[src/rtl/spi_bringup_pkg.sv]
package spi_bringup_pkg;
  localparam int PAYLOAD_W = 24;
  localparam int CRC_W     = 8;
  localparam int WORD_W    = PAYLOAD_W + CRC_W;
  localparam int NUM_STEPS = 5;
  localparam int IDX_W     = $clog2(NUM_STEPS);

  localparam logic [CRC_W-1:0] CRC_POLY = 8'h07;

  typedef enum logic [1:0] {
    SQ_IDLE   = 2'd0,
    SQ_SEND   = 2'd1,
    SQ_XFER   = 2'd2,
    SQ_SETTLE = 2'd3
  } seq_state_t;

  typedef enum logic [IDX_W-1:0] {
    STEP_KEY_A   = 3'd0,
    STEP_KEY_B   = 3'd1,
    STEP_REFRESH = 3'd2,
    STEP_CLR_FLG = 3'd3,
    STEP_CRC_OFF = 3'd4
  } step_t;
endpackage

[src/rtl/sbs_crc8.sv]
module sbs_crc8 #(
  parameter int DW = 24,
  parameter logic [7:0] POLY = 8'h07
) (
  input  logic [DW-1:0] data_i,
  output logic [7:0]    crc_o
);
  always_comb begin
    logic [7:0] acc;
    logic       fb;
    acc = 8'h00;
    for (int b = DW - 1; b >= 0; b--) begin
      fb  = acc[7] ^ data_i[b];
      acc = {acc[6:0], 1'b0};
      if (fb) acc = acc ^ POLY;
    end
    crc_o = acc;
  end
endmodule

[src/rtl/sbs_frame_sel.sv]
module sbs_frame_sel
  import spi_bringup_pkg::*;
(
  input  logic [IDX_W-1:0]     idx_i,
  output logic [PAYLOAD_W-1:0] payload_o
);
  always_comb begin
    unique case (idx_i)
      STEP_KEY_A:   payload_o = 24'h8815FA;
      STEP_KEY_B:   payload_o = 24'h88FA51;
      STEP_REFRESH: payload_o = 24'h88FCBA;
      STEP_CLR_FLG: payload_o = 24'h142000;
      STEP_CRC_OFF: payload_o = 24'h50005C;
      default:      payload_o = '0;
    endcase
  end
endmodule

[src/rtl/sbs_timer.sv]
module sbs_timer #(
  parameter int TW = 8
) (
  input  logic          clk,
  input  logic          rst_n,
  input  logic          load_i,
  input  logic [TW-1:0] load_val_i,
  input  logic          dec_i,
  output logic          zero_o
);
  logic [TW-1:0] cnt_q;

  always_ff @(posedge clk) begin
    if (!rst_n)           cnt_q <= '0;
    else if (load_i)      cnt_q <= load_val_i;
    else if (dec_i && cnt_q != '0) cnt_q <= cnt_q - 1'b1;
  end

  assign zero_o = (cnt_q == '0);
endmodule

[src/rtl/spi_bringup_seq.sv]
module spi_bringup_seq
  import spi_bringup_pkg::*;
#(
  parameter int SETTLE_CYC = 16,
  parameter int TMO_CYC    = 64
) (
  input  logic        clk,
  input  logic        rst_n,
  input  logic        start_i,
  input  logic        crc_off_i,
  output logic        frame_valid_o,
  input  logic        frame_ready_i,
  output logic [31:0] frame_word_o,
  input  logic        spi_busy_i,
  output logic        active_o,
  output logic        done_o,
  output logic        err_o
);
  localparam int MAXW = (SETTLE_CYC > TMO_CYC) ? SETTLE_CYC : TMO_CYC;
  localparam int TW   = $clog2(MAXW + 1);
  localparam logic [TW-1:0] SETTLE_LD = TW'(SETTLE_CYC - 1);
  localparam logic [TW-1:0] TMO_LD    = TW'(TMO_CYC - 1);

  seq_state_t st_q;
  logic [IDX_W-1:0] idx_q;
  logic             crc_off_q;
  logic             done_q, err_q;
  logic             tm_load, tm_dec, tm_zero;
  logic [TW-1:0]    tm_val;
  logic [PAYLOAD_W-1:0] payload;
  logic [CRC_W-1:0]     crc;
  logic             last_step, settle_step;

  sbs_frame_sel u_sel (.idx_i(idx_q), .payload_o(payload));

  sbs_crc8 #(.DW(PAYLOAD_W), .POLY(CRC_POLY)) u_crc (.data_i(payload), .crc_o(crc));

  sbs_timer #(.TW(TW)) u_tmr (
    .clk(clk), .rst_n(rst_n), .load_i(tm_load), .load_val_i(tm_val),
    .dec_i(tm_dec), .zero_o(tm_zero)
  );

  assign last_step   = crc_off_q ? (idx_q == IDX_W'(STEP_CRC_OFF))
                                 : (idx_q == IDX_W'(STEP_CLR_FLG));
  assign settle_step = (idx_q == IDX_W'(STEP_KEY_B)) || (idx_q == IDX_W'(STEP_REFRESH));

  always_comb begin
    tm_load = 1'b0;
    tm_val  = TMO_LD;
    tm_dec  = 1'b0;
    unique case (st_q)
      SQ_SEND:   if (frame_ready_i) tm_load = 1'b1;
      SQ_XFER: begin
        if (!spi_busy_i && settle_step && !last_step) begin
          tm_load = 1'b1;
          tm_val  = SETTLE_LD;
        end else begin
          tm_dec = spi_busy_i;
        end
      end
      SQ_SETTLE: tm_dec = 1'b1;
      default: ;
    endcase
  end

  always_ff @(posedge clk) begin
    if (!rst_n) begin
      st_q      <= SQ_IDLE;
      idx_q     <= '0;
      crc_off_q <= 1'b0;
      done_q    <= 1'b0;
      err_q     <= 1'b0;
    end else begin
      done_q <= 1'b0;
      unique case (st_q)
        SQ_IDLE: if (start_i) begin
          st_q      <= SQ_SEND;
          idx_q     <= '0;
          crc_off_q <= crc_off_i;
          err_q     <= 1'b0;
        end
        SQ_SEND: if (frame_ready_i) st_q <= SQ_XFER;
        SQ_XFER: begin
          if (!spi_busy_i) begin
            if (last_step) begin
              st_q   <= SQ_IDLE;
              done_q <= 1'b1;
            end else begin
              idx_q <= idx_q + 1'b1;
              st_q  <= settle_step ? SQ_SETTLE : SQ_SEND;
            end
          end else if (tm_zero) begin
            st_q  <= SQ_IDLE;
            err_q <= 1'b1;
          end
        end
        SQ_SETTLE: if (tm_zero) st_q <= SQ_SEND;
        default: st_q <= SQ_IDLE;
      endcase
    end
  end

  assign frame_valid_o = (st_q == SQ_SEND);
  assign frame_word_o  = {payload, crc};
  assign active_o      = (st_q != SQ_IDLE);
  assign done_o        = done_q;
  assign err_o         = err_q;


  hold_word_chk: assert property (@(posedge clk) disable iff (!rst_n)
    frame_valid_o && !frame_ready_i |=> frame_valid_o && $stable(frame_word_o));

  no_offer_busy_chk: assert property (@(posedge clk) disable iff (!rst_n)
    frame_valid_o && frame_ready_i |=> !frame_valid_o);

  done_single_chk: assert property (@(posedge clk) disable iff (!rst_n)
    done_o |=> !done_o);

  err_quiet_chk: assert property (@(posedge clk) disable iff (!rst_n)
    err_o |-> !frame_valid_o && !done_o);

  idle_at_end_chk: assert property (@(posedge clk) disable iff (!rst_n)
    (done_o || $rose(err_o)) |-> !active_o);

  start_ignored_chk: assert property (@(posedge clk) disable iff (!rst_n)
    active_o && start_i && !frame_valid_o && !spi_busy_i |=> active_o || done_o || err_o);
endmodule

[config.mk]
export PLATFORM = sky130hd
export DESIGN_NAME = spi_bringup_seq
export DESIGN_NICKNAME = d
export VERILOG_FILES = /design/src/rtl/spi_bringup_pkg.sv /design/src/rtl/sbs_crc8.sv /design/src/rtl/sbs_frame_sel.sv /design/src/rtl/sbs_timer.sv /design/src/rtl/spi_bringup_seq.sv
export SDC_FILE = /design/constraint.sdc
export NUM_CORES = 1
export LEC_CHECK = 0
export CORE_AREA = 2 2 52 74
export DETAILED_ROUTE_END_ITERATION = 7
export DIE_AREA = 0 0 54 76
export PLACE_DENSITY_LB_ADDON = 0.15
export SLEW_MARGIN = 20
export SYNTH_ARGS = -nofsm -noshare
export SYNTH_HDL_FRONTEND = slang
export SYNTH_SLANG_ARGS = --single-unit
export TNS_END_PERCENT = 100
[constraint.sdc]
create_clock -name clk -period 4.4 [get_ports clk]
set_input_delay 0.88 -clock clk [delete_from_list [all_inputs] [get_ports clk]]
set_output_delay 0.88 -clock clk [all_outputs]
set_load 0.02 [all_outputs]
-- Word level (Yosys, flattened, before mapping)
Index checks and enable logic that the tools add are counted.
- register bits: 15
- input bits: 6
- output and inout port bits: 36
- word-level logic and storage cells: 141
- add/sub/neg operators: 2
- equality and inequality tests: 15
- multiplexer cells: 52
- bitwise operators: 48
- reduce and logical (&&, ||, !) cells: 18
- operator list (operator ; number):
    $pmux W24 S5 ; 1
    $mux W3 ; 27
    $not A3 Y3 ; 23
    $xor A1 B1 Y1 ; 18
    $mux W2 ; 7
    $mux W7 ; 2
    $mux W6 ; 2
    $ne A2 B2 Y1 const B ; 6
    $reduce_and A4 Y1 ; 3
    $mux W1 ; 8
    $pmux W2 S4 ; 1
    $logic_not A7 Y1 ; 1
    $reduce_bool A7 Y1 ; 1
    $sub A7 B1 Y7 const B ; 1
    $eq A3 B2 Y1 const B ; 2
    $pmux W1 S2 ; 3
    $pmux W3 S2 ; 1
    $reduce_bool A2 Y1 ; 3
    $xor A1 B1 Y1 const A ; 5
    $eq A2 B2 Y1 const B ; 2
    $add A3 B1 Y3 const B ; 1
    $eq A3 B1 Y1 const B ; 1
    $eq A3 B3 Y1 const B ; 1
    $logic_and A1 B1 Y1 ; 3
    10 further kinds ; 12

-- Longest topological paths before layout
- depth after elaboration: 49
- depth in mapped cells: 9
- gate-level depth less buffers: 7

-- Hierarchy
Synthesis repeated with hierarchy kept, for this count alone.
- cell total of the unflattened synthesis: 194
- area total of the unflattened synthesis: 1810.5 µm²
- by module, submodules not included (module ; times used ; cells each ; area each (µm²)):
    spi_bringup_seq ; 1 ; 72 ; 603.1
    sbs_crc8 ; 1 ; 45 ; 575.6
    sbs_timer ; 1 ; 47 ; 419.2
    sbs_frame_sel ; 1 ; 30 ; 212.7

-- Worst setup path after synthesis
Ideal clock, no wire load.
- path kind: flip-flop to output port
- start: register idx_q[1]
- end: output port frame_word_o[2]
- arrival time: 2.273 ns
- data required time: 3.520 ns
- slack: 1.247 ns
- stages on the path, launching flop included: 10
- path buffers: 2
- path through: dfxtp_1 > clkbuf_1 > inv_1 > ha_1 > clkbuf_1 > nand2_1 > inv_1 > a21oi_1 > xnor2_1 > xor2_1
- elaborated cells between the ends (all ways): 61
- those cells by class: 4 x eq/ne; 21 x mux; 35 x bitwise; 1 x reduce/logical
- RTL lines (element ; line ; RTL):
    from (decl) ; spi_bringup_seq.sv:25 ; logic [IDX_W-1:0] idx_q;
    from (signal assigned) ; spi_bringup_seq.sv:89 ; idx_q <= idx_q + 1'b1;
    $eq A3 B3 Y1 (tied with other cells) ; sbs_frame_sel.sv:8 ; unique case (idx_i)
    $pmux W24 S5 * ; sbs_frame_sel.sv:8 ;
    via frame_word_o[10] ; spi_bringup_seq.sv:13 ; output logic [31:0] frame_word_o,
    $xor A1 B1 Y1 * ; sbs_crc8.sv:13 ; fb = acc[7] ^ data_i[b];
    $mux W3 * ; sbs_crc8.sv:15 ; if (fb) acc = acc ^ POLY;
    $not A3 Y3 (no source line) ; n/a ;
    $mux W3 * ; sbs_crc8.sv:15 ;
    $not A3 Y3 (no source line) ; n/a ;
    $mux W3 * ; sbs_crc8.sv:15 ;
    to (decl) ; spi_bringup_seq.sv:13 ;
Mark *: on every way through the listed nets, which the timed path passes. The rest lies on a longest branch.

-- Worst setup path after layout
- start: register idx_q[1]
- end: output port frame_word_o[1]
- word-level cells in the longest chain between the ends: 19
- elaborated cells between the ends (all ways): 54
- those cells by class: 4 x eq/ne; 19 x mux; 30 x bitwise; 1 x reduce/logical
- RTL lines (element ; line):
    $eq A3 B3 Y1 (tied with other cells) ; sbs_frame_sel.sv:8
    $pmux W24 S5 * ; sbs_frame_sel.sv:8
    $mux W3 ; sbs_crc8.sv:15
    $xor A1 B1 Y1 / $not A3 Y3 (equally long branches) ; n/a
    $mux W3 ; sbs_crc8.sv:15
    $not A3 Y3 (no source line) / $xor A1 B1 Y1 (equally long branches) ; n/a
    $mux W3 ; sbs_crc8.sv:15
    $not A3 Y3 (no source line) / $xor A1 B1 Y1 (equally long branches) ; n/a
    [3 not listed] ; n/a
    $not A3 Y3 (no source line) / $xor A1 B1 Y1 (equally long branches) ; n/a
    $mux W3 ; sbs_crc8.sv:15
    $not A3 Y3 (no source line) / $xor A1 B1 Y1 (equally long branches) ; n/a
    $mux W3 ; sbs_crc8.sv:15
    $xor A1 B1 Y1 / $not A3 Y3 (equally long branches) ; n/a
    $mux W3 ; sbs_crc8.sv:15
    $not A3 Y3 (no source line) / $xor A1 B1 Y1 (equally long branches) ; n/a
    $mux W3 * ; sbs_crc8.sv:15
Mark *: on every way between the ends. The rest lies on a longest branch, timed or not.

==> results_dict.tcl <==
set metrics [dict create \
    status "finished clean" \
    min_period_ns 3.70 \
    synth.yosys.seq_area_share 0.226 \
    hold_end "crc_off_q" \
    syn-instance-count 176 \
    timing.fmax_mhz 270 \
    setup_slack_ns 0.696 \
    drt-pass1-iter-count 4 \
    ys_ff_latch 15 \
    final_antenna_net_count 0 \
    async_flop_share 0 \
    worstPathCellList "ha_1, ha_1, nand2b_1, a31oi_1, a31oi_1, a221oi_1, clkdlybuf4s50_1" \
    fin_nets 215 \
    crit_type "register to output port" \
    ir_worst_vdd_mv 0.291 \
    clockBufferDepth 2 \
    first_iter_violations 24 \
    yosysTopAreaCellShare 0.226 \
    detail_route.wl_per_cell_um 12.2 \
    synthTopCellsByCount "dfxtp_1, nand2_1, buf_4, inv_1, nor2_1" \
    grt_pass1_wl_mm 5.00 \
    yosys-top-cells-area "dfxtp_1, ha_1, buf_4" \
    numCtsBuffers 3 \
    initial_core_util 0.379 \
    synthFlopType "dfxtp_1" \
    clock_sinks 15 \
    vias_per_cell 5.10 \
    synth_area_um2 1330 \
    critPathMaxStageDelay_ns 0.65 \
    area_delta_synth_final_pct 26.6 \
    hold_path_depth 2 \
    die_area_um2 4100 \
    grt_setup_unrepaired "false" \
    via_count 1218 \
    cp_max_fo 14 \
    rows 26 \
    synth_cell_types 42 \
    grt_pass1_vias 1131 \
    max-cap-violations 0 \
    rr_worst_depth 6 \
    die-height_um 76 \
    cts_max_level 1 \
    cp_num_buf_inv 1 \
    fin_skew_ns 0.000984 \
    layout_worst_path_cycle_share 0.842 \
    critPathSlowestCell "clkdlybuf4s50_1" \
    cellPowerDensity_nw_per_um2 333 \
    dp_hpwl_mm 2.29 \
    yosys.area.top_type "dfxtp_1" \
    grt_usage 0.158 \
    tritoncts "yes" \
    core-area_um2 3510 \
    fin_setup_tns_ns 0 \
    cts.clk_slew.worst_paths_ns 0.06 \
    gp_congestion 0.787 \
    pre_cts_ws_ns 0.976 \
    clock_latency_ns 0.24 \
    crit_path_start_kind "register" \
    pin_count 42 \
    slew_headroom 0.638 \
    path_delay_family "buffers and inverters" \
    num-fill-cells 357 \
    die_x_um 54 \
    cts_root_buf "clkbuf_8" \
    critical_path_arrival_ns 2.82 \
    drv_slew 0 \
    cts_resized 0 \
    timing.rr.start "idx_q[1]" \
    hold_path.class "register to register" \
    antenna_cells 0 \
    end_kind "output port" \
    p_leak_nw 0.644 \
    worstMarginPinSlew_ns 0.542 \
    numPortBuffers 38 \
    drc_errors 0 \
    wirelength_mm 2.92 \
    finalHoldViolations 0 \
    antenna_found_initial 0 \
    grt_max_degree 19 \
    syn-mean-instance-area_um2 7.56 \
    grt_overflow 0 \
    min_from "crc_off_q" \
    worst_ep_required_time_ns 3.52 \
    r2r_slack_ns 2.16 \
    cts_setup_buffers 0 \
    synth_edf_count 0 \
    ys_warn_count 0 \
    reg2reg_to "u_tmr.cnt_q[1]" \
    drive_gt1_frac 0.0508 \
    holdBufCountCts 0 \
    setup_viol 0 \
]
## area by class of cell
type	instances	area, µm²	area share
repair buffers	38	380	0.226
inverters	12	45.0	0.0267
well taps	42	52.6	0.0312
multi-input cells	128	862	0.512
clock buffers	4	45.0	0.0267
flip-flops and latches	15	300	0.178
## worst max path at each step
stage	depth (start not counted)	endpoint	from
floorplan	9	frame_word_o[2]	idx_q[1]
global placement	7	frame_word_o[1]	idx_q[1]
detailed placement	7	frame_word_o[1]	idx_q[1]
CTS	7	frame_word_o[1]	idx_q[1]
global route	7	frame_word_o[1]	idx_q[1]
finish	7	frame_word_o[1]	idx_q[1]
## worst min-delay path: cells and delay by family (launching register included)
kind,cells,cell delay [ns]
AOI/OAI and AO/OA,1,0.07
and+or+nand+nor,1,0.05
DFF,1,0.32
## cells by family after synthesis
| logic type | Yosys count | synth area share |
|---|---|---|
| other | 1 | 0.00282 |
| flip-flops | 15 | 0.226 |
| multiplexers | 4 | 0.0301 |
| buffers and inverters | 35 | 0.133 |
| adder cells (fa/ha/maj) | 11 | 0.103 |
| AND/OR/NAND/NOR | 64 | 0.255 |
| XOR/XNOR | 10 | 0.0658 |
| AO/OA/AOI/OAI | 36 | 0.185 |
## routing by layer
layer	wire length, µm	global-route usage	part of all wire	vias up
met1	1170	0.173	0.40	556
met4	27	0.0600	0.0093	0
met5	0	0	0	-
met2	1590	0.284	0.55	37
met3	130	0.0255	0.045	2
li1	-	-	-	623
## power by group
| group | switching [W] | internal [W] |
|---|---|---|
| sequential | 0.0000209 | 0.000158 |
| combinational | 0.000150 | 0.000123 |
| clock | 0.0000456 | 0.0000641 |
## metrics by stage
stage                     cells  hold slack (ns)  power (W)  instance area, µm²  utilization
after floorplan             178            0.452   0.000377                1340            -
after global placement      235            0.474   0.000450                1640        0.467
after detailed placement    235            0.482   0.000455                1640        0.467
after CTS                   239            0.490   0.000568                1690        0.480
after global routing        239            0.536   0.000602                1690        0.480
final                       239            0.488   0.000561                1690        0.480
## state kept, by name, indices dropped and copies added (netlist names)
signal,flops
u_tmr.cnt_q,7
crc_off_q,1
idx_q,3
err_o,1
done_o,1
st_q,2
## cell usage in the layout (no fill, tap or decap), drive strengths merged, types with 2 or more instances in the layout
cell / count
a21o: 2
nand2b: 7
nor3: 5
xor2: 4
clkdlybuf4s50: 38
and3: 2
and2: 2
nand2: 15
mux2i: 4
a31oi: 3
nor2b: 5
ha: 11
o22ai: 5
nand4: 3
clkbuf: 4
xnor2: 6
nand3: 6
o21ai: 5
a21boi: 5
nor2: 12
inv: 12
o211ai: 3
a21oi: 6
conb: 3
or2: 2
dfxtp: 15
Note: power is estimated with default switching activity, not from simulation.
